--- config.mk ---
export PLATFORM = sky130hd
export DESIGN_NAME = stat_evt_group
export DESIGN_NICKNAME = d
export VERILOG_FILES = /design/src/rtl/stat_evt_pkg.sv /design/src/rtl/stat_evt_ctrl.sv /design/src/rtl/stat_evt_dpath.sv /design/src/rtl/stat_evt_group.sv
export SDC_FILE = /design/constraint.sdc
export NUM_CORES = 1
export LEC_CHECK = 0
export BUFFER_PORTS_ARGS = -buffer_cell sky130_fd_sc_hd__clkbuf_2
export CAP_MARGIN = 40
export CORE_MARGIN = 3
export CORE_UTILIZATION = 35
export CTS_CLUSTER_SIZE = 25
export DETAILED_ROUTE_END_ITERATION = 6
export PLACE_DENSITY = 0.51
export SYNTH_ARGS = -nofsm -noshare
export SYNTH_HDL_FRONTEND = slang
export SYNTH_SLANG_ARGS = --single-unit
--- constraint.sdc ---
create_clock -name clk -period 1.79 [get_ports clk]
set_clock_uncertainty 0.1 [all_clocks]
set_input_delay 0.0895 -clock clk [delete_from_list [all_inputs] [get_ports clk]]
set_output_delay 0.0895 -clock clk [all_outputs]
set_load 0.01 [all_outputs]
--- src/rtl/stat_evt_pkg.sv ---
package stat_evt_pkg;

  localparam int AddrW = 2;

  localparam logic [AddrW-1:0] AddrEvent  = 2'd0;
  localparam logic [AddrW-1:0] AddrEnable = 2'd1;
  localparam logic [AddrW-1:0] AddrRiseF  = 2'd2;
  localparam logic [AddrW-1:0] AddrFallF  = 2'd3;

  typedef struct packed {
    logic evtClr;
    logic enWr;
    logic riseWr;
    logic fallWr;
  } strobe_t;

endpackage

--- src/rtl/stat_evt_ctrl.sv ---
module stat_evt_ctrl
  import stat_evt_pkg::*;
(
  input  logic             clk,
  input  logic             rst_n,
  input  logic [AddrW-1:0] regAddr,
  input  logic             wrEn,
  input  logic             rdEn,
  output strobe_t          strobes
);

  always_comb begin
    strobes        = '0;
    strobes.evtClr = rdEn && (regAddr == AddrEvent);
    strobes.enWr   = wrEn && (regAddr == AddrEnable);
    strobes.riseWr = wrEn && (regAddr == AddrRiseF);
    strobes.fallWr = wrEn && (regAddr == AddrFallF);
  end

  AST_ONE_WRITE: assert property (@(posedge clk) disable iff (!rst_n)
    $countones({strobes.enWr, strobes.riseWr, strobes.fallWr}) <= 1);

  AST_CLR_ONLY_ON_READ: assert property (@(posedge clk) disable iff (!rst_n)
    strobes.evtClr |-> rdEn);

endmodule

--- src/rtl/stat_evt_dpath.sv ---
module stat_evt_dpath
  import stat_evt_pkg::*;
#(
  parameter int WIDTH = 16
) (
  input  logic             clk,
  input  logic             rst_n,
  input  logic [WIDTH-1:0] condIn,
  input  strobe_t          strobes,
  input  logic [AddrW-1:0] regAddr,
  input  logic [WIDTH-1:0] wrData,
  output logic [WIDTH-1:0] rdData,
  output logic             summaryOut
);

  localparam logic [WIDTH-1:0] RiseRst = '1;
  localparam logic [WIDTH-1:0] FallRst = '0;

  logic [WIDTH-1:0] condPrev;
  logic             primed;
  logic [WIDTH-1:0] eventReg;
  logic [WIDTH-1:0] enableReg;
  logic [WIDTH-1:0] riseFilt;
  logic [WIDTH-1:0] fallFilt;
  logic [WIDTH-1:0] hit;

  // Per-bit transition filter
  for (genvar b = 0; b < WIDTH; b++) begin : g_filt
    logic rise;
    logic fall;
    assign rise   = condIn[b] & ~condPrev[b] & riseFilt[b];
    assign fall   = ~condIn[b] & condPrev[b] & fallFilt[b];
    assign hit[b] = primed & (rise | fall);
  end

  always_ff @(posedge clk or negedge rst_n) begin
    if (!rst_n) begin
      condPrev <= '0;
      primed   <= 1'b0;
    end else begin
      condPrev <= condIn;
      primed   <= 1'b1;
    end
  end

  // Sticky events; a new hit wins over a same-cycle clear
  always_ff @(posedge clk or negedge rst_n) begin
    if (!rst_n) begin
      eventReg <= '0;
    end else begin
      eventReg <= (strobes.evtClr ? '0 : eventReg) | hit;
    end
  end

  always_ff @(posedge clk or negedge rst_n) begin
    if (!rst_n) begin
      enableReg <= '0;
      riseFilt  <= RiseRst;
      fallFilt  <= FallRst;
    end else begin
      if (strobes.enWr)   enableReg <= wrData;
      if (strobes.riseWr) riseFilt  <= wrData;
      if (strobes.fallWr) fallFilt  <= wrData;
    end
  end

  always_comb begin
    unique case (regAddr)
      AddrEvent:  rdData = eventReg;
      AddrEnable: rdData = enableReg;
      AddrRiseF:  rdData = riseFilt;
      default:    rdData = fallFilt;
    endcase
  end

  assign summaryOut = |(eventReg & enableReg);

  AST_LEVEL_NO_EVENT: assert property (@(posedge clk) disable iff (!rst_n)
    (condIn == condPrev && !strobes.evtClr) |=> eventReg == $past(eventReg));

  AST_CLEAR_ON_READ: assert property (@(posedge clk) disable iff (!rst_n)
    strobes.evtClr |=> (eventReg & ~$past(hit)) == '0);

  AST_EVENT_STICKY: assert property (@(posedge clk) disable iff (!rst_n)
    !strobes.evtClr |=> (eventReg & $past(eventReg)) == $past(eventReg));

  AST_MASK_ZERO_QUIET: assert property (@(posedge clk) disable iff (!rst_n)
    (enableReg == '0) |-> !summaryOut);

  AST_ENABLE_KEPT: assert property (@(posedge clk) disable iff (!rst_n)
    !strobes.enWr |=> $stable(enableReg));

  AST_RACE_KEEPS_HIT: assert property (@(posedge clk) disable iff (!rst_n)
    strobes.evtClr |=> (eventReg & $past(hit)) == $past(hit));

endmodule

--- src/rtl/stat_evt_group.sv ---
module stat_evt_group
  import stat_evt_pkg::*;
#(
  parameter int WIDTH = 16
) (
  input  logic             clk,
  input  logic             rst_n,
  input  logic [WIDTH-1:0] condIn,
  input  logic [1:0]       regAddr,
  input  logic             wrEn,
  input  logic [WIDTH-1:0] wrData,
  input  logic             rdEn,
  output logic [WIDTH-1:0] rdData,
  output logic             summaryOut
);

  strobe_t strobes;

  stat_evt_ctrl u_ctrl (
    .clk     (clk),
    .rst_n   (rst_n),
    .regAddr (regAddr),
    .wrEn    (wrEn),
    .rdEn    (rdEn),
    .strobes (strobes)
  );

  stat_evt_dpath #(.WIDTH(WIDTH)) u_dpath (
    .clk        (clk),
    .rst_n      (rst_n),
    .condIn     (condIn),
    .strobes    (strobes),
    .regAddr    (regAddr),
    .wrData     (wrData),
    .rdData     (rdData),
    .summaryOut (summaryOut)
  );

endmodule

Yosys cells after proc, flatten, opt, wreduce, memory -nomap -nowiden

Index checks and enable logic that the tools add are counted.

Output and inout bits: 17
Register bits: 81
Input bits: 38
Logic and storage cells: 147

Reductions and logical operators: 6
Eq/ne operators: 3
Muxes and demuxes: 2
Bitwise operators: 130

Operator list:

| kind                 | count |
|---|---|
| $and A1 B1 Y1        | 80 |
| $pmux W16 S3         | 1 |
| $not A1 Y1           | 32 |
| $and A16 B16 Y16     | 1 |
| $mux W16             | 1 |
| $or A1 B1 Y1         | 16 |
| $or A16 B16 Y16      | 1 |
| $reduce_or A16 Y1    | 1 |
| $eq A2 B2 Y1 const B | 2 |
| $logic_and A1 B1 Y1  | 4 |
| $eq A2 B1 Y1 const B | 1 |
| $logic_not A2 Y1     | 1 |

Logic depth before layout (Yosys ltp)

Gate-level depths: netlist of the first run.

Depth in word-level cells: 6
Depth in mapped cells: 5
Depth with buffers taken out: 3

Cells and area by module

A second synthesis of the first run with hierarchy kept.

Cells, all modules: 237
Area total of the unflattened synthesis: 3574.7 um^2

By module, submodules not included:

| module         | seq. area each (um^2) | times used | cells an instance | area an instance (um^2) |
|---|---|---|---|---|
| stat_evt_dpath | 2047.0                | 1          | 233               | 3542.1 |
| stat_evt_ctrl  | 0.0                   | 1          | 4                 | 32.5 |

Worst setup path after synthesis of the first run

Ideal clock, no wire load.

Path kind: input to output
From: in regAddr[0]
To: out rdData[10]
Arrival time: 964 ps
Stages on the path: 3
Buffers on the path: 2
Path slack: 637 ps
Required time: 1600 ps
Cell sequence: buf_6 -> buf_12 -> mux4_1

Longest elaborated chain between the ends: 2
Elaborated cells between the ends (all ways): 4
Classes of those cells: eq/ne: 2; mux: 1; reduce/logical: 1

RTL lines:

| item                                       | line                 | text |
|---|---|---|
| from (decl)                                | stat_evt_group.sv:9  | `input logic [1:0] regAddr,` |
| $eq A2 B2 Y1, or another cell as far along | stat_evt_dpath.sv:68 | `unique case (regAddr)` |
| $pmux W16 S3 (*)                           | stat_evt_dpath.sv:68 |  |
| to (decl)                                  | stat_evt_group.sv:13 | `output logic [WIDTH-1:0] rdData,` |

Every way passes the cells marked *; elsewhere a longest branch is shown, timed or not.

Worst setup path in the final report of the first run

From: reg u_dpath.eventReg[11]
To: out summaryOut

Longest elaborated chain between the ends: 2

RTL lines:

| item                   | line                 | text |
|---|---|---|
| from (decl)            | stat_evt_dpath.sv:21 | `logic [WIDTH-1:0] eventReg;` |
| from (signal assigned) | stat_evt_dpath.sv:51 | `eventReg <= (strobes.evtClr ? '0 : eventReg) \| hit;` |
| $and A16 B16 Y16       | stat_evt_dpath.sv:76 | `assign summaryOut = \|(eventReg & enableReg);` |
| $reduce_or A16 Y1      | stat_evt_dpath.sv:76 |  |
| to (decl)              | stat_evt_group.sv:14 | `output logic summaryOut` |

No other way between the ends.

==> results of run 1 <==
cell type report:
type / count / area, um2 / area share
clock inverters: 5 / 105 / 0.0219
well taps: 136 / 170 / 0.0355
flip-flops and latches: 81 / 2050 / 0.427
repair buffers: 98 / 723 / 0.151
clock buffers: 10 / 128 / 0.0266
multi-input cells: 143 / 1630 / 0.339
worst max-delay path by stage:
| stage | cells past startpoint | end | slack [ns] |
|---|---|---|---|
| detailed placement | 4 | summaryOut | 0.29 |
| global placement | 4 | summaryOut | 0.29 |
| finish | 4 | summaryOut | 0.05 |
| global route | 4 | summaryOut | -0.06 |
| CTS | 4 | summaryOut | 0.006 |
| floorplan | 3 | rdData[10] | 0.64 |
worst register-to-register path, stage by stage, from the launching register on:
cell and delay [ns]:
dfstp_2 0.55, nand2_1 0.04, o21ai_0 0.21, a22o_1 0.16
logic make-up after synthesis:
kind of cell | Yosys count | share of synthesized area
compound gates | 39 | 0.0761
buf+inv | 10 | 0.0250
flops | 81 | 0.546
mux | 64 | 0.282
other cells | 1 | 0.00100
simple gates | 39 | 0.0691
state kept, by name, summed over array words and instances, names as in the netlist:
signal             count
u_dpath.primed         1
u_dpath.fallFilt      16
u_dpath.eventReg      16
u_dpath.condPrev      16
u_dpath.riseFilt      16
u_dpath.enableReg     16
where the power goes:
| group | internal, mW | switching (mW) | total, mW |
|---|---|---|---|
| clock | 0.920 | 0.662 | 1.58 |
| combinational | 0.694 | 0.406 | 1.10 |
| sequential | 2.20 | 0.264 | 2.47 |
metal layers:
metal / vias up / share of wire / wire [um]
li1: 1106 / - / -
met1: 1236 / 0.48 / 4020
met2: 59 / 0.47 / 3940
met3: 9 / 0.047 / 395
met4: 0 / 0.0077 / 65
met5: - / 0 / 0
cell usage after synthesis:
| master | count |
|---|---|
| mux2_4 | 30 |
| mux4_2 | 4 |
| dfstp_2 | 16 |
| conb_1 | 1 |
| mux4_1 | 12 |
| buf_1 | 1 |
| dfrtp_1 | 65 |
| mux2_2 | 18 |
| nand3b_4 | 2 |
| nor2_1 | 1 |
| a22o_1 | 20 |
| nand3_4 | 1 |
| nand3b_1 | 17 |
| buf_2 | 2 |
| clkbuf_1 | 1 |
| nand4_1 | 1 |
| buf_6 | 5 |
| o21ai_0 | 15 |
| a221oi_1 | 4 |
| nand2_1 | 17 |
| buf_12 | 1 |
stage by stage:
stage                     cell area, um2  setup TNS [ns]  power (mW)  instances  worst slack (ns)
final                               4800               0        5.15        473            0.0522
after global routing                4800         -0.0648        5.43        473           -0.0648
after CTS                           4790               0        5.21        472           0.00627
after detailed placement            4210               0        3.53        424             0.292
after global placement              4210               0        3.51        424             0.294
after floorplan                     3750               0        3.12        234             0.637
cell usage in the layout, fill, tap and decap left out, types with 2 or more instances in the layout:
master,netlist,final
buf_4,0,9
mux2_4,30,30
mux4_1,12,12
clkbuf_8,0,9
buf_12,1,3
dfrtp_1,65,65
dlygate4sd3_1,0,33
clkbuf_2,0,53
mux4_2,4,4
dfstp_2,16,16
bufinv_16,0,3
nand2_1,17,17
nand3b_4,2,2
mux2_2,18,18
a221oi_2,0,3
o21ai_0,15,15
a22o_1,20,20
nand3b_1,17,17
clkinvlp_4,0,2
timing repair:
item,in CTS,in global routing
buffers inserted,0,1
pin swaps,0,1
hold buffers,33,0
gates resized for setup,3,0
endpoints found under the hold margin,115,0
endpoints found under the setup margin,1,1
==> results.toml, run 1 <==
[worst_setup_path]
startpoint = "u_dpath.eventReg[11]$_DFF_PN0_"
crit_chain = "a22o_1 > a221oi_1 > nand4_1 > clkbuf_2"
slowest_stage = "dfrtp_1"
r2r-start = "u_dpath.riseFilt[7]$_DFFE_PN1P_"
crit_buf_inv = 1
critPathCaptureType = "primary output"
cp.required_ns = 1.60
worstSetupPathType = "reg2out"
cp_max_fo = 3
cp_top_family = "compound AO/OA/AOI/OAI gates"
regToRegSetupSlack_ns = 0.67
r2r_cells = 3
arrival_ns = 1.55
critPathLaunchType = "flop"
reg2reg_to = "u_dpath.eventReg[7]$_DFF_PN0_"
critPathMaxStageDelay_ns = 0.41

[global_route]
grt_use_met2 = 0.235
antenna_found_initial = 0
gr-usage-met1 = 0.211
grt-busiest-layer = "met2"
overflow = 0
grt_pass1_vias = 2513
grt_first_pass_wirelength_um = 13500
grt_max_degree = 36
grt_usage = 0.151
use_met3 = 0.0405

[yosys]
synth_top_area_share = 0.434
synth_top_area_cell = "dfrtp_1"
synth_area_leaders = "dfrtp_1 43%, mux2_4 12%, dfstp_2 11%"
synth.ff_latch_count = 81
synth_cells = 234
ys_seq_area_frac = 0.546
yosysWarnings = 0
synth_fp_nets = 272
syn_avg_cell_area_um2 = 16.0
synth_cell_types = 21
synth.cell_area_um2 = 3750

[clock_network]
root_buffer = "clkbuf_8"
cts_tree = "done"
clockBufferDepth = 2
htreeDepth = 3
clock_latency_ns = 0.35
cts_buffers = 9
numClockSinks = 81
clk_pin_slew_worst_paths_ns = 0.08

[detailed_routing]
drt-wirelength-per-cell_um = 17.8
first_iter_violations = 102
drc_errors = 0
ant_nets = 0
via_per_inst = 5.10
first_pass_iters = 4
wirelength_um = 8420
num_vias = 2410

[timing]
rsz0062_at_grt = "true"
period_minus_slack_ns = 1.74
finalMaxSlewViolations = 0
hold_violations = 0
min_period_over_period = 0.971
final-setup-viol-count = 0
fmax_mhz = 575
holdWs_ns = 0.141

[place]
dp_hpwl_um = 5650
place.port_buffers = 54
gp_congestion = 0.716

[floorplanning]
design.core.area_um2 = 10400
die_h_um = 109
die_w_um = 109
die_area_um2 = 12000
rows = 37
io_pins = 55
start_util = 0.361

[layout]
syn2layout_area_growth_pct = 28.0
layout-drive-gt1-share = 0.454
fill_cells = 963
utilization = 0.463
final_nets = 371
diodes = 0

[power_and_ir_drop]
p_leak_nw = 2.19
ir_drop_mv = 0.516
power_density_nw_per_um2 = 1070

[status]
status = "complete, no violations"

[hold_path]
hp-class = "in2async"

[run]
max-cap-violations = 0
Note: power is estimated with default switching activity, not from simulation.
==> run 2: changes to the inputs <==
- CTS_BUF_LIST: unset -> sky130_fd_sc_hd__clkbuf_2 sky130_fd_sc_hd__clkbuf_4 sky130_fd_sc_hd__clkbuf_8
- clock period: 1.79 -> 2 ns (I/O delays scaled with it)
==> results.toml, run 2 (same netlist as run 1, synthesis figures left out) <==
[layout]
final_nets = 371
fill_cells = 952
layout_common_cells = "65 x dfrtp_1, 53 x clkbuf_2, 33 x dlygate4sd3_1"
layout-drive-gt1-share = 0.450
diodes = 0
syn2layout_area_growth_pct = 27.2
utilization = 0.460
final_common_cell = "dfrtp_1"

[power_and_ir_drop]
pwr-share-seq = 0.487
ir_drop_mv = 0.387
p_int_mw = 3.34
swShare = 0.262
switchingPower_mw = 1.18
power_density_nw_per_um2 = 949
finalPower_mw = 4.52
p_clk_frac = 0.302
comb_power_share = 0.211
p_leak_nw = 2.19

[worst_setup_path]
critPathLaunchType = "flop"
arrival_ns = 1.63
cp_max_fo = 3
cp.required_ns = 1.80
worstSetupPathType = "reg2out"
critPathCaptureType = "primary output"

[timing]
fin_setup_tns_ns = 0
period_minus_slack_ns = 1.83
rsz0062_at_grt = "false"
finalMaxSlewViolations = 0
fmax_mhz = 546
final-setup-viol-count = 0
min_period_over_period = 0.916
hold_violations = 0

[global_route]
grt_first_pass_wirelength_um = 13600
grt_usage = 0.151
antenna_found_initial = 0
grt_max_degree = 37
overflow = 0
grt_pass1_vias = 2528

[floorplanning]
start_util = 0.361
die_w_um = 109
die_area_um2 = 12000
design.core.area_um2 = 10400
rows = 37
die_h_um = 109
io_pins = 55

[detailed_routing]
first_iter_violations = 101
drt-wirelength-per-cell_um = 17.4
ant_nets = 0
first_pass_iters = 4
wirelength_um = 8250
wl_met3_um = 304
topRoutingLayerUsed = "met4"
routed-wl-met2_um = 3770
wl_met1_um = 4080
drc_errors = 0
num_vias = 2414
via_per_inst = 5.09

[clock_network]
root_buffer = "clkbuf_8"
clk_pin_slew_worst_paths_ns = 0.08
cts_resized = 0
clockBufferDepth = 2
cts_tree = "done"
hold_buffers = 33
numClockSinks = 81
cts_setup_buffers = 0
clock_latency_ns = 0.34
cts_buffers = 9
htreeDepth = 3

[hold_path]
hp-class = "in2async"

[place]
place.port_buffers = 54
dp_hpwl_um = 5720
gp_congestion = 0.743

[status]
status = "complete, no violations"

[run]
max-cap-violations = 0
==> run 2: changes by cell type in the layout (fill, tap and decap cells not counted), sizes merged <==
cell / change
clkinv: +2
clkinvlp: -2
bufinv: -1
clkbuf: +1
inv: +1
==> run 2: final cells by class <==
type | count | area [um2] | area share
Tap cell | 136 | 170 | 0.0357
Clock inverter | 5 | 86.3 | 0.0181
Clock buffer | 11 | 145 | 0.0305
Multi-Input combinational cell | 143 | 1610 | 0.337
Sequential cell | 81 | 2050 | 0.430
Timing Repair Buffer | 98 | 711 | 0.149
==> run 2: per-layer routing <==
layer	up-vias	global-route usage
met5	-	0
met4	0	0.0454
met3	8	0.0335
met2	51	0.233
met1	1253	0.214
li1	1102	-
==> run 2: critical path, cell delays in order, from the launching register on <==
cell and delay, ns:
dfrtp_1 0.40, a22o_1 0.23, a221oi_1 0.31, nand4_1 0.17, clkbuf_2 0.16
==> run 2: metrics by stage <==
stage / instances / instance area [um2] / setup WS [ns] / hold WS (ns)
final: 474 / 4770 / 0.168 / 0.160
after global routing: 474 / 4770 / 0.0173 / 0.195
after detailed placement: 425 / 4200 / 0.504 / -0.00612
after floorplan: 234 / 3750 / 0.826 / -0.296
after global placement: 425 / 4200 / 0.520 / -0.00231
after CTS: 474 / 4770 / 0.107 / 0.164
==> run 2: worst paths after layout <==
check                                               startpoint                               to  slack, ns  cells past startpoint
min in group clk                                          rdEn   u_dpath.eventReg[14]$_DFF_PN0_       0.21                      4
worst max register to register        u_dpath.primed$_DFF_PN0_   u_dpath.eventReg[13]$_DFF_PN0_       0.89                      2
max in group asynchronous                                rst_n  u_dpath.riseFilt[5]$_DFFE_PN1P_       1.01                      3
worst min register to register  u_dpath.eventReg[12]$_DFF_PN0_   u_dpath.eventReg[12]$_DFF_PN0_       0.43                      1
worst min-delay path                                     rst_n    u_dpath.eventReg[9]$_DFF_PN0_       0.16                      2
worst max-delay path            u_dpath.eventReg[10]$_DFF_PN0_                       summaryOut       0.17                      4
==> run 2: power groups by stage <==
| stage | clock, mW | combinational, mW | sequential [mW] |
|---|---|---|---|
| detailed placement | 0 | 0.923 | 2.23 |
| finish | 1.36 | 0.955 | 2.20 |
| global route | 1.49 | 1.05 | 2.25 |
| floorplan | 0 | 0.653 | 2.14 |
| global placement | 0 | 0.912 | 2.23 |
| CTS | 1.42 | 0.977 | 2.20 |
==> run 3: changes to the inputs <==
- GPL_TIMING_DRIVEN: unset -> 0
- SETUP_SLACK_MARGIN: unset -> 0.3
- clock period: 2 -> 1.8 ns (I/O delays scaled with it)
==> results.toml, run 3 (same netlist as run 1, synthesis figures left out) <==
[status]
status = "complete, no violations"

[power_and_ir_drop]
power_density_nw_per_um2 = 1010
p_int_mw = 3.62
swShare = 0.271
finalPower_mw = 4.96
comb_power_share = 0.273
pwr-share-seq = 0.493
p_clk_frac = 0.234
ir_drop_mv = 0.437
p_leak_nw = 2.24
switchingPower_mw = 1.34

[detailed_routing]
drt-wirelength-per-cell_um = 17.8
num_vias = 2426
wirelength_um = 8700
drc_errors = 0
via_per_inst = 4.95
ant_nets = 0
first_pass_iters = 4
first_iter_violations = 67

[clock_network]
cts_buffers = 9
clk_pin_slew_worst_paths_ns = 0.08
root_buffer = "clkbuf_8"
htreeDepth = 3
cts_tree = "done"
numClockSinks = 81
clock_latency_ns = 0.35
clockBufferDepth = 2

[timing]
slew_headroom = 0.664
finalMaxSlewViolations = 0
rsz0062_at_grt = "true"
final-setup-viol-count = 0
fmax_mhz = 573
final.setup.worst_slack_ns = 0.0535
hold_violations = 0
period_minus_slack_ns = 1.75
worstMarginPinSlew_ns = 0.505
fin_setup_tns_ns = 0
min_period_over_period = 0.970

[layout]
syn2layout_area_growth_pct = 31.4
final_common_cell = "dfrtp_1"
layout-drive-gt1-share = 0.517
diodes = 0
utilization = 0.475
final_nets = 388
finalInstanceArea_um2 = 4920
layout_common_cells = "65 x dfrtp_1, 38 x clkbuf_2, 33 x dlygate4sd3_1"

[global_route]
grt_max_degree = 49
grt-busiest-layer = "met2"
use_met3 = 0.0399
antenna_found_initial = 0
grt_first_pass_wirelength_um = 13700
grt_use_met2 = 0.240
gr-usage-met1 = 0.219
grt_pass1_vias = 2487
grt_usage = 0.155
overflow = 0

[place]
gp_congestion = 0.752
dpl_cell_area_um2 = 4220
dp_hpwl_um = 5710
place_ws_ns = 0.197
place.port_buffers = 54

[worst_setup_path]
critPathLaunchType = "flop"
critPathCaptureType = "primary output"
cp_max_fo = 2
cp.required_ns = 1.61
arrival_ns = 1.56
worstSetupPathType = "reg2out"

[floorplanning]
die_area_um2 = 12000
rows = 37
design.core.area_um2 = 10400
start_util = 0.361
die_h_um = 109
die_w_um = 109
io_pins = 55

[hold_path]
hp-class = "in2reg"

[run]
max-cap-violations = 0
[run 3: through the flow]
step / hold WS [ns] / std cells
final: 0.152 / 490
after floorplan: -0.306 / 234
after global routing: 0.156 / 490
after global placement: 0.123 / 424
after CTS: 0.134 / 485
after detailed placement: 0.0139 / 425
[run 3: worst max-delay path, stage by stage (launching register included)]
cell      delay, ns
dfrtp_1        0.39
a22o_1         0.27
a221oi_2       0.21
nand4_1        0.17
clkbuf_2       0.17
[run 3: power by group through the flow]
stage	Sequential [mW]	Clock (mW)	Combinational (mW)
after floorplan	2.38	0	0.725
after global placement	2.47	0	1.01
after detailed placement	2.47	0	1.03
after CTS	2.45	1.21	1.21
after global routing	2.49	1.27	1.47
final	2.45	1.16	1.35
[run 3: final timing paths]
path | slack (ns) | from | end | depth (start not counted)
setup reg to reg | 0.44 | u_dpath.primed$_DFF_PN0_ | u_dpath.eventReg[5]$_DFF_PN0_ | 3
max in group asynchronous | 0.76 | rst_n | u_dpath.riseFilt[3]$_DFFE_PN1P_ | 3
hold / removal | 0.15 | regAddr[0] | u_dpath.riseFilt[3]$_DFFE_PN1P_ | 3
setup / recovery | 0.05 | u_dpath.eventReg[6]$_DFF_PN0_ | summaryOut | 4
min in group asynchronous | 0.16 | rst_n | u_dpath.fallFilt[6]$_DFFE_PN0P_ | 2
hold reg to reg | 0.44 | u_dpath.enableReg[1]$_DFFE_PN0P_ | u_dpath.enableReg[1]$_DFFE_PN0P_ | 1
[run 3: routing by layer]
metal	part of all wire	vias up	wire length [um]
li1	-	1127	-
met1	0.49	1238	4240
met2	0.46	52	4020
met3	0.043	9	373
met4	0.0083	0	72
met5	0	-	0
[run 3: final cells by class]
class	count	area [um2]
well taps	136	170
clock buffers	11	145
fillers	955	5450
clock inverters	4	20.0
plain buffers	10	95.1
repair buffers	105	858
flip-flops and latches	81	2050
multi-input cells	143	1590
[run 3: repair_timing]
item / CTS / global route
buffers inserted: 12 / 5
hold buffers: 33 / 0
endpoints found under the setup margin: 27 / 17
hold endpoints to repair: 97 / 0
gates resized for setup: 16 / 34
pin swaps: 1 / 1
